`config.mk`:
```
export PLATFORM = sky130hd
export DESIGN_NAME = tag_ecc_matcher
export DESIGN_NICKNAME = d
export VERILOG_FILES = /design/src/rtl/tmatch_pkg.sv /design/src/rtl/tm_parity_enc.sv /design/src/rtl/tm_bwa.sv /design/src/rtl/tm_range_class.sv /design/src/rtl/tag_ecc_matcher.sv
export SDC_FILE = /design/constraint.sdc
export NUM_CORES = 1
export LEC_CHECK = 0
export ABC_AREA = 1
export BUFFER_PORTS_ARGS = -buffer_cell sky130_fd_sc_hd__buf_2
export CAP_MARGIN = 20
export CORE_ASPECT_RATIO = 1.25
export CORE_MARGIN = 3
export CORE_UTILIZATION = 25
export DETAILED_ROUTE_END_ITERATION = 8
export PLACE_DENSITY_LB_ADDON = 0.1
export SYNTH_ARGS = -nofsm -noshare
export SYNTH_HDL_FRONTEND = slang
export SYNTH_SLANG_ARGS = --single-unit
```
`constraint.sdc`:
```
create_clock -name clk -period 3.9 [get_ports clk]
set_input_delay 0 -clock clk [delete_from_list [all_inputs] [get_ports clk]]
set_output_delay 0 -clock clk [all_outputs]
set_load 0.01 [all_outputs]
```
`src/rtl/tmatch_pkg.sv`:
```
// Package: shared types and elaboration-time helpers for the tag matcher.
// Assumes: weights of butterfly outputs are powers of two given by the
// popcount of the output index inside its own tree.
package tmatch_pkg;

    typedef enum logic [1:0] {
        CLS_MATCH = 2'd0,
        CLS_CORR  = 2'd1,
        CLS_FAULT = 2'd2,
        CLS_MISS  = 2'd3
    } dist_cls_e;

    // Number of butterfly stages needed for n inputs (at least one).
    function automatic int bwa_stages(int n);
        return (n > 1) ? $clog2(n) : 1;
    endfunction

    // Weight exponent of position pos in a flat vector made of a tree of
    // np_lo outputs followed by a second tree.
    function automatic int bwa_exp(int pos, int np_lo);
        int loc;
        loc = (pos < np_lo) ? pos : pos - np_lo;
        return $countones(loc);
    endfunction

endpackage

```
`src/rtl/tm_parity_enc.sv`:
```
// Module: combinational check-bit generator driven by a generator matrix.
// Assumes: row j of GEN masks the tag bits that feed check bit j.
module tm_parity_enc #(
    parameter int TAG_W = 16,
    parameter int PAR_W = 6,
    parameter logic [PAR_W-1:0][TAG_W-1:0] GEN = '0
) (
    input  logic [TAG_W-1:0] tag_i,
    output logic [PAR_W-1:0] par_o
);

    // Each check bit is the XOR of the tag bits selected by its row.
    always_comb begin
        for (int j = 0; j < PAR_W; j++) begin
            par_o[j] = ^(tag_i & GEN[j]);
        end
    end

endmodule

```
`src/rtl/tm_bwa.sv`:
```
// Module: butterfly weight accumulator built only from half adders.
// Stage s pairs indices that differ in bit s: the sum stays at the lower
// index, the carry moves to the upper one. Output j carries the weight
// 2**popcount(j), and the weighted sum of outputs equals the input count.
// Assumes: unused inputs beyond N_IN are tied to zero.
module tm_bwa #(
    parameter int N_IN = 16,
    localparam int STG = tmatch_pkg::bwa_stages(N_IN),
    localparam int N_P = 1 << STG
) (
    input  logic [N_IN-1:0] bits_i,
    output logic [N_P-1:0]  wbits_o
);

    logic [STG:0][N_P-1:0] lvl;

    // Stage 0: raw difference bits, padded to a power of two.
    generate
        if (N_P == N_IN) begin : g_nopad
            assign lvl[0] = bits_i;
        end else begin : g_pad
            assign lvl[0] = {{(N_P - N_IN){1'b0}}, bits_i};
        end
    endgenerate

    // Butterfly stages of half adders.
    genvar s, j;
    generate
        for (s = 0; s < STG; s++) begin : g_stage
            for (j = 0; j < N_P; j++) begin : g_pos
                if (((j >> s) & 1) == 0) begin : g_ha
                    assign lvl[s+1][j]            = lvl[s][j] ^ lvl[s][j | (1 << s)];
                    assign lvl[s+1][j | (1 << s)] = lvl[s][j] & lvl[s][j | (1 << s)];
                end
            end
        end
    endgenerate

    assign wbits_o = lvl[STG];

endmodule

```
`src/rtl/tm_range_class.sv`:
```
// Module: second level. Weighted first-level bits above RMAX are ORed into
// an over-range term; bits of each lower power-of-two weight go to their
// own butterfly tree, whose outputs are folded into a saturated distance.
// Assumes: the input is two first-level trees of NP_D and NP_P outputs.
module tm_range_class
    import tmatch_pkg::*;
#(
    parameter int NP_D = 16,
    parameter int NP_P = 8,
    parameter int TMAX = 1,
    parameter int RMAX = 2
) (
    input  logic [NP_D+NP_P-1:0] wbits_i,
    output dist_cls_e            cls_o
);

    localparam int FL_W = NP_D + NP_P;
    localparam int NCLS = $clog2(RMAX + 1);
    localparam int NP2  = 1 << bwa_stages(FL_W);
    localparam int SAT  = RMAX + 1;

    logic [NCLS-1:0][FL_W-1:0] cls_vec;
    logic [NCLS-1:0][NP2-1:0]  l2;
    logic                      over_l1;
    logic                      over_all;
    int                        acc;

    // Route each first-level bit to the tree of its weight class.
    genvar c, p;
    generate
        for (c = 0; c < NCLS; c++) begin : g_cls
            for (p = 0; p < FL_W; p++) begin : g_sel
                if (bwa_exp(p, NP_D) == c) begin : g_on
                    assign cls_vec[c][p] = wbits_i[p];
                end else begin : g_off
                    assign cls_vec[c][p] = 1'b0;
                end
            end
            tm_bwa #(.N_IN(FL_W)) u_l2 (
                .bits_i  (cls_vec[c]),
                .wbits_o (l2[c])
            );
        end
    endgenerate

    // OR of all first-level bits whose weight exceeds the detection limit.
    always_comb begin
        over_l1 = 1'b0;
        for (int q = 0; q < FL_W; q++) begin
            if ((1 << bwa_exp(q, NP_D)) > RMAX) over_l1 = over_l1 | wbits_i[q];
        end
    end

    // Fold second-level outputs into a distance saturated at RMAX+1.
    always_comb begin
        over_all = over_l1;
        acc      = 0;
        for (int k = 0; k < NCLS; k++) begin
            for (int m = 0; m < NP2; m++) begin
                if (l2[k][m]) begin
                    if ((1 << (k + $countones(m))) > RMAX) begin
                        over_all = 1'b1;
                    end else begin
                        acc = acc + (1 << (k + $countones(m)));
                        if (acc > SAT) acc = SAT;
                    end
                end
            end
        end
    end

    // Map the saturated distance to its class.
    always_comb begin
        if (over_all || acc > RMAX) cls_o = CLS_MISS;
        else if (acc == 0)          cls_o = CLS_MATCH;
        else if (acc <= TMAX)       cls_o = CLS_CORR;
        else                        cls_o = CLS_FAULT;
    end

endmodule

```
`src/rtl/tag_ecc_matcher.sv`:
```
// Module: top of the tag matcher. The data field is XORed with the tag at
// once while the encoder builds check bits; two first-level butterfly
// trees count both difference vectors, the second level classes the
// distance, and the class is registered as four one-hot flags.
// Assumes: stored_cw_i holds {check bits, tag copy}; synchronous reset.
module tag_ecc_matcher
    import tmatch_pkg::*;
#(
    parameter int TAG_W = 16,
    parameter int PAR_W = 6,
    parameter int TMAX  = 1,
    parameter int RMAX  = 2,
    parameter logic [PAR_W-1:0][TAG_W-1:0] GEN =
        96'hFC00_03F0_E38E_9A6D_555B_2CB7
) (
    input  logic                     clk,
    input  logic                     rst_n,
    input  logic [TAG_W-1:0]         tag_i,
    input  logic [TAG_W+PAR_W-1:0]   stored_cw_i,
    output logic                     match_o,
    output logic                     corr_o,
    output logic                     fault_o,
    output logic                     miss_o
);

    localparam int CW_W = TAG_W + PAR_W;
    localparam int NP_D = 1 << bwa_stages(TAG_W);
    localparam int NP_P = 1 << bwa_stages(PAR_W);

    logic [TAG_W-1:0] data_diff;
    logic [PAR_W-1:0] enc_par;
    logic [PAR_W-1:0] par_diff;
    logic [NP_D-1:0]  w_data;
    logic [NP_P-1:0]  w_par;
    dist_cls_e        cls;
    logic [3:0]       flags_q;

    // Data-field difference needs no encoding.
    assign data_diff = tag_i ^ stored_cw_i[TAG_W-1:0];

    tm_parity_enc #(.TAG_W(TAG_W), .PAR_W(PAR_W), .GEN(GEN)) u_enc (
        .tag_i (tag_i),
        .par_o (enc_par)
    );

    // Check-field difference waits for the encoder.
    assign par_diff = enc_par ^ stored_cw_i[CW_W-1:TAG_W];

    tm_bwa #(.N_IN(TAG_W)) u_bwa_data (
        .bits_i  (data_diff),
        .wbits_o (w_data)
    );

    tm_bwa #(.N_IN(PAR_W)) u_bwa_par (
        .bits_i  (par_diff),
        .wbits_o (w_par)
    );

    tm_range_class #(.NP_D(NP_D), .NP_P(NP_P), .TMAX(TMAX), .RMAX(RMAX)) u_cls (
        .wbits_i ({w_par, w_data}),
        .cls_o   (cls)
    );

    // Register the class as one-hot flags; cleared in reset.
    always_ff @(posedge clk) begin
        if (!rst_n) begin
            flags_q <= 4'b0000;
        end else begin
            unique case (cls)
                CLS_MATCH: flags_q <= 4'b1000;
                CLS_CORR:  flags_q <= 4'b0100;
                CLS_FAULT: flags_q <= 4'b0010;
                default:   flags_q <= 4'b0001;
            endcase
        end
    end

    assign {match_o, corr_o, fault_o, miss_o} = flags_q;

endmodule

```
==> impl_metrics.json, run 1 <==
{
  "antenna_found_initial": 0,
  "postSynthAreaPerCell_sq_um": 7.07,
  "post_cts_resized": 0,
  "p_switching_mw": 0.541,
  "wl_per_cell_um": 10.2,
  "viasPerCell": 3.99,
  "fmax_ghz": 0.327,
  "row_count": 31,
  "path_cells": "buf_2 -> xor2_1 -> ha_1 -> ha_1 -> ha_1 -> ha_1 -> ha_1 -> ha_1 -> ha_1 -> ha_1 -> or2_2 -> nor2_1 -> nand3_1 -> nor2_1",
  "grt_first_pass_wirelength_um": 6040,
  "crit_slowest_cell": "or2_2",
  "yosysTopAreaCellShare_pct": 39.5,
  "path_clk_slew_ps": 30,
  "synth_edf_count": 0,
  "drv_cap": 0,
  "cts_tree": "yes",
  "p_leak_nw": 1.18,
  "place_congestion": 0.722,
  "ys_ff_latch": 4,
  "regMostFlops": "flags_q",
  "synth-async-reset-ratio_pct": 0,
  "largest_reg_flops": 4,
  "fp.coreArea_sq_mm": 0.00597,
  "ant_nets": 0,
  "worstPathRequired_ps": 4050,
  "irDropWorstVdd_uv": 416,
  "start_kind": "primary input",
  "netlist_instances": 224,
  "synth_compound_area_share_pct": 0.632,
  "top_regs": "flags_q: 4 flops",
  "synth_ff_type": "dfxtp_1",
  "critPathCaptureType": "flip-flop",
  "finalHoldViolCount": 0,
  "remaining_drc_errors": 0,
  "tightest_slew_ps": 298,
  "yosysWarningCount": 0,
  "power_density_mw_per_mm2": 561,
  "slew_headroom_pct": 80.0,
  "power.internal_mw": 0.532,
  "muxShareOfSynthArea_pct": 0,
  "ctsHoldBuffers": 0,
  "finalSetupTns_ps": 0,
  "power.share.clock_pct": 8.0,
  "period_share_pct": 78.4,
  "synth.net_count": 314,
  "cts_buffers": 3,
  "root_buffer": "clkbuf_8",
  "synth.most_common_cell": "nand2_1",
  "fill_cells": 689,
  "synthTopCellsByArea": "ha_1 40%, xor2_1 15%, nand2_1 14%",
  "drt_iter0_drc": 18,
  "h-tree-depth": 1,
  "grt_use_total_pct": 10.0,
  "grt_start_max_net_pins": 7,
  "comb_power_share_pct": 86.5,
  "switching_share_pct": 50.4,
  "fin_nets": 356,
  "path_class": "primary input to flip-flop",
  "synthSimpleGateAreaFrac_pct": 26.2,
  "die_h_um": 95.0,
  "wl_um": 3520,
  "crit_buf_inv": 1,
  "first_pass_iters": 4,
  "worst_path_most_repeated_cell": "ha_1",
  "post-route-util_pct": 32.0,
  "layout-drive-gt1-share_pct": 17.8,
  "fin_crit_ps": 3060,
  "dp_hpwl_um": 3310,
  "crit_family": "adder cells",
  "setup_viol_count_final": 0,
  "io_pins": 44,
  "outcome": "finished, final reports clean",
  "synth_seq_area_share_pct": 5.06,
  "antenna_cells": 0,
  "maxSlewViolCount": 0,
  "cpPeakStageDelay_ps": 310,
  "area_growth_pct": 20.8,
  "rsz0062_at_grt": "no",
  "clockBufferDepth": 2,
  "synthTopCellsByCount": "59 x nand2_1, 50 x ha_1, 27 x xor2_1",
  "port_buffers": 43,
  "crit_fanout": 5,
  "synth_top_family_by_area": "adder cells",
  "start_util_pct": 26.5,
  "hp-class": "primary input to flip-flop",
  "power.total_mw": 1.07,
  "synth_fa_ha_area_share_pct": 39.5,
  "cp.arrival_ps": 3210,
  "synth.distinct_cells": 17,
  "synth-xor-area-share_pct": 21.0,
  "vias": 1382,
  "cts_num_sinks": 4,
  "die_w_um": 77.2,
  "grt_pass1_vias": 1391,
  "gr-total-overflow": 0,
  "die_area_sq_mm": 0.00733,
  "syn_area_sq_mm": 0.00158,
  "yosysTopAreaCell": "ha_1",
  "pwr-share-seq_pct": 5.5,
  "cts_setup_buffers": 0
}
[stage by stage]
step	hold slack [ps]	setup slack, ps	cells	cell area (sq um)
floorplan	125	773	224	1580
global placement	265	626	343	1870
detailed placement	262	596	343	1870
CTS	36.2	823	346	1910
global route	59.0	587	346	1910
finish	38.7	843	346	1910
[final timing paths]
path	start	cells after the start	end	slack (ps)
setup / recovery	tag_i[0]	14	flags_q[3]$_SDFF_PN0_	840
hold / removal	rst_n	3	flags_q[0]$_SDFF_PN0_	40
[worst min-delay path, cell delays in order]
cell and delay [ps]:
buf_2 110, inv_1 60, a21oi_1 40
[power groups by stage]
| stage | combinational (mW) | sequential, mW | clock (mW) |
|---|---|---|---|
| finish | 0.928 | 0.0596 | 0.0858 |
| global route | 1.12 | 0.0604 | 0.0938 |
| CTS | 0.962 | 0.0598 | 0.0884 |
| detailed placement | 0.955 | 0.0597 | 0 |
| global placement | 0.965 | 0.0600 | 0 |
| floorplan | 0.715 | 0.0684 | 0 |
[routing by layer]
metal | track usage [%] | part of all wire, % | vias to the layer above
met3 | 2.96 | 6.3 | 0
met4 | 0.890 | 0 | 0
li1 | - | - | 796
met1 | 13.1 | 51 | 549
met5 | 0 | 0 | -
met2 | 17.0 | 43 | 37
[final cells by class]
class | count | area [sq um] | share of cell area [%]
multi-input cells | 190 | 1380 | 72.3
well taps | 82 | 103 | 5.37
repair buffers | 43 | 215 | 11.3
inverters | 24 | 90.1 | 4.71
flip-flops and latches | 4 | 80.1 | 4.19
clock buffers | 3 | 41.3 | 2.16
[layout by cell type (no fill, tap or decap)]
master	instances
nand2_1	59
ha_1	50
buf_2	43
xor2_1	27
inv_1	24
nand3_1	19
nor2_1	16
xnor2_1	11
dfxtp_1	4
clkbuf_8	3
a21oi_1	2
or2_1	1
nand3b_1	1
nand2b_1	1
or2_2	1
nand4_1	1
nor3_1	1
[logic make-up after synthesis]
group	after synthesis
buffers and inverters	30
AO/OA/AOI/OAI	2
adder cells (fa/ha/maj)	50
XOR/XNOR	38
AND/OR/NAND/NOR	100
flip-flops	4
(Power assumes the default switching activity.)
==> run 2, diff against run 1 <==
==> constraint.sdc (replaced) <==
create_clock -name clk -period 2.5 [get_ports clk]
set_input_delay 0 -clock clk [delete_from_list [all_inputs] [get_ports clk]]
set_output_delay 0 -clock clk [all_outputs]
set_load 0.01 [all_outputs]
==> run 2 against run 1 <==
The flow now finishes with violations (setup timing); sequential power up 55%; critical path type unchanged; die area unchanged; global-route usage up 1.5 points.
==> impl_metrics.json, run 2 (same netlist as run 1, synthesis figures left out) <==
{
  "cts_num_sinks": 4,
  "tightest_slew_ps": 261,
  "fmax_ghz": 0.393,
  "path_clk_slew_ps": 30,
  "root_buffer": "clkbuf_8",
  "wl_per_cell_um": 11.1,
  "worstPathRequired_ps": 2650,
  "comb_power_share_pct": 92.4,
  "start_kind": "primary input",
  "wl_um": 4130,
  "gr-total-overflow": 0,
  "vias": 1588,
  "cp.arrival_ps": 2700,
  "hp-class": "primary input to flip-flop",
  "fill_cells": 608,
  "finalHoldViolCount": 0,
  "remaining_drc_errors": 0,
  "layout-drive-gt1-share_pct": 46.5,
  "violations": "setup timing",
  "power.internal_mw": 1.61,
  "holdPathStages": 3,
  "fin_crit_ps": 2540,
  "rsz0062_at_grt": "yes",
  "port_buffers": 43,
  "critPathCaptureType": "flip-flop",
  "h-tree-depth": 1,
  "crit_fanout": 3,
  "antenna_found_initial": 0,
  "dp_hpwl_um": 3580,
  "cts_buffers": 3,
  "fin_cells": 370,
  "die_w_um": 77.2,
  "area_growth_pct": 74.7,
  "setup_viol_count_final": 3,
  "viasPerCell": 4.29,
  "antenna_cells": 0,
  "layout_commonest_cell": "nand2_1",
  "grt_use_total_pct": 11.5,
  "worst_slack_ps": -44.7,
  "grt_first_pass_wirelength_um": 6840,
  "pwr-share-seq_pct": 3.1,
  "die_area_sq_mm": 0.00733,
  "fp.coreArea_sq_mm": 0.00597,
  "regMostFlops": "flags_q",
  "outcome": "finished with violations",
  "power.total_mw": 2.98,
  "top_regs": "flags_q: 4 flops",
  "slew_headroom_pct": 82.5,
  "switching_share_pct": 46.0,
  "row_count": 31,
  "place_congestion": 0.745,
  "power_density_mw_per_mm2": 1080,
  "finalSetupTns_ps": -127,
  "path_class": "primary input to flip-flop",
  "start_util_pct": 26.5,
  "die_h_um": 95.0,
  "fin_nets": 380,
  "first_pass_iters": 2,
  "cts_tree": "yes",
  "drv_cap": 0,
  "mostFrequentLayoutCells": "50 x nand2_1, 25 x buf_2, 23 x ha_4, 22 x ha_1",
  "placed_cells": 365,
  "grt_pass1_vias": 1628,
  "period_share_pct": 102,
  "drt_iter0_drc": 21,
  "p_switching_mw": 1.37,
  "ant_nets": 0,
  "p_leak_nw": 1.39,
  "hold_path.startpoint": "rst_n",
  "maxSlewViolCount": 0,
  "io_pins": 44,
  "largest_reg_flops": 4,
  "power.share.clock_pct": 4.5,
  "hold_path_end": "flags_q[1]$_SDFF_PN0_",
  "clockBufferDepth": 2,
  "grt_start_max_net_pins": 7,
  "irDropWorstVdd_uv": 2200
}
[run 2: routing by layer]
| metal | GRT usage (%) | part of all wire (%) |
|---|---|---|
| met4 | 1.78 | 0.34 |
| met1 | 12.7 | 40 |
| met3 | 0.954 | 2.1 |
| met2 | 23.9 | 58 |
| met5 | 0 | 0 |
[run 2: per-stage QoR]
| stage | utilization, % | area, sq um | setup WS [ps] | hold slack, ps |
|---|---|---|---|---|
| 2_1_floorplan | - | 1660 | -420 | 125 |
| 4_1_cts | 44.1 | 2640 | -50.8 | 32.4 |
| 3_3_place_gp | 35.5 | 2120 | -645 | 260 |
| 6_report | 46.3 | 2770 | -44.7 | 34.3 |
| 5_1_grt | 46.3 | 2770 | -165 | 53.2 |
| 3_5_place_dp | 35.5 | 2120 | -686 | 263 |
[run 2: timing repair]
item | CTS | global route
resized for setup | 72 | 30
pin swaps | 50 | 25
buffers inserted | 1 | 1
setup endpoints to repair | 4 | 4
hold buffers | 0 | 0
[run 2: cell type report]
type	instances	area (sq um)	area share [%]
multi-input cells	190	1880	68.1
repair buffers	67	562	20.3
well taps	82	103	3.71
inverters	24	97.6	3.53
flip-flops and latches	4	80.1	2.90
clock buffers	3	41.3	1.49
[run 2: power groups by stage]
stage / clock (mW) / sequential (mW) / combinational (mW)
global placement: 0 / 0.0930 / 1.73
detailed placement: 0 / 0.0928 / 1.73
finish: 0.135 / 0.0925 / 2.75
global route: 0.144 / 0.0945 / 3.08
floorplan: 0 / 0.107 / 1.24
CTS: 0.139 / 0.0932 / 2.55
[run 2: how the worst max path moves through the flow]
stage	start	endpoint	slack, ps	cells past startpoint
after global placement	tag_i[0]	flags_q[2]$_SDFF_PN0_	-640	15
after global routing	tag_i[7]	flags_q[1]$_SDFF_PN0_	-170	23
after CTS	stored_cw_i[9]	flags_q[1]$_SDFF_PN0_	-50	16
final	stored_cw_i[2]	flags_q[3]$_SDFF_PN0_	-40	15
after floorplan	tag_i[6]	flags_q[2]$_SDFF_PN0_	-420	14
after detailed placement	tag_i[0]	flags_q[2]$_SDFF_PN0_	-690	15
[run 2: worst max-delay path, cell delays in order]
cell	delay [ps]
buf_2	100
xor2_1	150
ha_1	320
ha_4	180
ha_4	240
ha_4	240
ha_4	270
ha_4	200
ha_4	240
ha_4	160
nor3_4	170
nand3_2	100
nor2_4	130
nand3_2	100
nor2_1	80
==> run 3, diff against run 2 <==
--- a/config.mk
+++ b/config.mk
@@ -10,9 +10,10 @@
 export CAP_MARGIN = 20
 export CORE_ASPECT_RATIO = 1.25
 export CORE_MARGIN = 3
-export CORE_UTILIZATION = 25
+export CORE_UTILIZATION = 42
 export DETAILED_ROUTE_END_ITERATION = 8
 export PLACE_DENSITY_LB_ADDON = 0.1
+export RECOVER_POWER = 100
 export SYNTH_ARGS = -nofsm -noshare
 export SYNTH_HDL_FRONTEND = slang
 export SYNTH_SLANG_ARGS = --single-unit
==> constraint.sdc (replaced) <==
create_clock -name clk -period 2.1 [get_ports clk]
set_input_delay 0 -clock clk [delete_from_list [all_inputs] [get_ports clk]]
set_output_delay 0 -clock clk [all_outputs]
set_load 0.01 [all_outputs]
==> run 3 against run 2 <==
Critical path depth shrank 1; power grew 26%; the run still ends with setup timing left; combinational power rose by 27%; count of clock-buffer cells in the layout did not move.
==> impl_metrics.json, run 3 (same netlist as run 1, synthesis figures left out) <==
{
  "remaining_drc_errors": 0,
  "wl_per_cell_um": 12.5,
  "crit_buf_inv": 1,
  "crit_slowest_cell": "ha_1",
  "comb_power_share_pct": 92.9,
  "fmax_ghz": 0.388,
  "power_density_mw_per_mm2": 1400,
  "setup_viol_count_final": 4,
  "h-tree-depth": 1,
  "drt_iter0_drc": 47,
  "power.total_mw": 3.74,
  "area_growth_pct": 68.7,
  "worst_path_most_repeated_cell": "ha_4",
  "path_cells": "buf_6 -> xor2_2 -> ha_1 -> ha_4 -> ha_4 -> ha_4 -> ha_4 -> ha_4 -> ha_4 -> ha_4 -> or2_4 -> nor2_4 -> nand3_2 -> nor2_1",
  "cp.arrival_ps": 2730,
  "p_switching_mw": 1.73,
  "maxSlewViolCount": 0,
  "power.share.clock_pct": 4.2,
  "viasPerCell": 4.87,
  "placed_area_sq_mm": 0.00198,
  "outcome": "finished with violations",
  "path_clk_slew_ps": 30,
  "root_buffer": "clkbuf_8",
  "ant_nets": 0,
  "worst_slack_ps": -476,
  "place_congestion": 0.816,
  "fp.coreArea_sq_mm": 0.00354,
  "clockBufferDepth": 2,
  "wl_um": 4040,
  "irDropWorstVdd_uv": 2590,
  "antenna_found_initial": 0,
  "fin_nets": 375,
  "grt_pass1_vias": 1599,
  "rsz0062_at_grt": "yes",
  "placed_cells": 316,
  "worstPathRequired_ps": 2250,
  "fin_cells": 322,
  "grt_first_pass_wirelength_um": 6610,
  "violations": "setup timing",
  "power.internal_mw": 2.02,
  "crit_family": "adder cells",
  "port_buffers": 43,
  "dp_slack_ps": -1070,
  "gr-total-overflow": 0,
  "slew_headroom_pct": 86.1,
  "tightest_slew_ps": 208,
  "die_h_um": 74.6,
  "p_leak_nw": 1.33,
  "ctsHoldBuffers": 0,
  "layout-drive-gt1-share_pct": 46.6,
  "period_share_pct": 123,
  "cts_num_sinks": 4,
  "dp_hpwl_um": 3020,
  "crit_fanout": 2,
  "antenna_cells": 0,
  "mostFrequentLayoutCells": "47 x nand2_1, 26 x ha_4, 22 x buf_4, 21 x ha_1",
  "stdcell_area_sq_mm": 0.00267,
  "start_kind": "primary input",
  "cts_tree": "yes",
  "grt_start_max_net_pins": 7,
  "grt_use_total_pct": 19.1,
  "io_pins": 44,
  "drv_cap": 0,
  "finalHoldViolCount": 0,
  "post-route-util_pct": 75.4,
  "die_area_sq_mm": 0.00455,
  "first_pass_iters": 4,
  "cts_buffers": 3,
  "cpPeakStageDelay_ps": 320,
  "switching_share_pct": 46.1,
  "die_w_um": 60.9,
  "largest_reg_flops": 4,
  "vias": 1568,
  "critPathCaptureType": "flip-flop",
  "hp-class": "primary input to flip-flop",
  "fin_crit_ps": 2580,
  "row_count": 24,
  "regMostFlops": "flags_q",
  "top_regs": "flags_q: 4 flops",
  "start_util_pct": 44.7,
  "pwr-share-seq_pct": 2.9,
  "layout_commonest_cell": "nand2_1",
  "path_class": "primary input to flip-flop"
}
-- run 3: final timing paths --
| check | start | end | slack, ps | depth (start not counted) |
|---|---|---|---|---|
| max | stored_cw_i[7] | flags_q[3]$_SDFF_PN0_ | -480 | 14 |
| min | rst_n | flags_q[1]$_SDFF_PN0_ | 40 | 3 |
-- run 3: worst min-delay path: stages --
cell and delay [ps]:
buf_2 100, nand2_1 60, nor2_1 40
-- run 3: per-stage QoR --
step,TNS [ps],hold WS [ps]
after global placement,-3790,256
after detailed placement,-4050,257
after floorplan,-3080,125
after CTS,-1650,34.6
final,-1760,36.9
after global routing,-2540,45.8
-- run 3: layout make-up --
cell class | count | area, sq um
tap | 39 | 48.8
fill | 268 | 873
timing repair buffer | 62 | 473
inverter | 24 | 95.1
clock buffer | 3 | 41.3
sequential | 4 | 80.1
multi-input combinational | 190 | 1930
-- run 3: timing repair --
action,in CTS,in global routing
setup endpoints to repair,4,4
resized for setup,68,41
pin swaps,56,32
setup buffers,2,1
-- run 3: layer usage --
layer | track usage (%) | up-vias | share of wire (%)
met5 | 0 | - | 0
met4 | 6.02 | 0 | 2.7
met3 | 2.57 | 10 | 3.8
met2 | 35.7 | 41 | 54
met1 | 21.9 | 692 | 40
li1 | - | 825 | -
-- run 3: power by group through the flow --
stage,clock network [mW],registers (mW),logic (mW)
floorplan,0,0.127,1.48
global placement,0,0.110,2.01
detailed placement,0,0.110,2.04
CTS,0.160,0.109,3.11
global route,0.175,0.115,3.92
finish,0.156,0.110,3.48
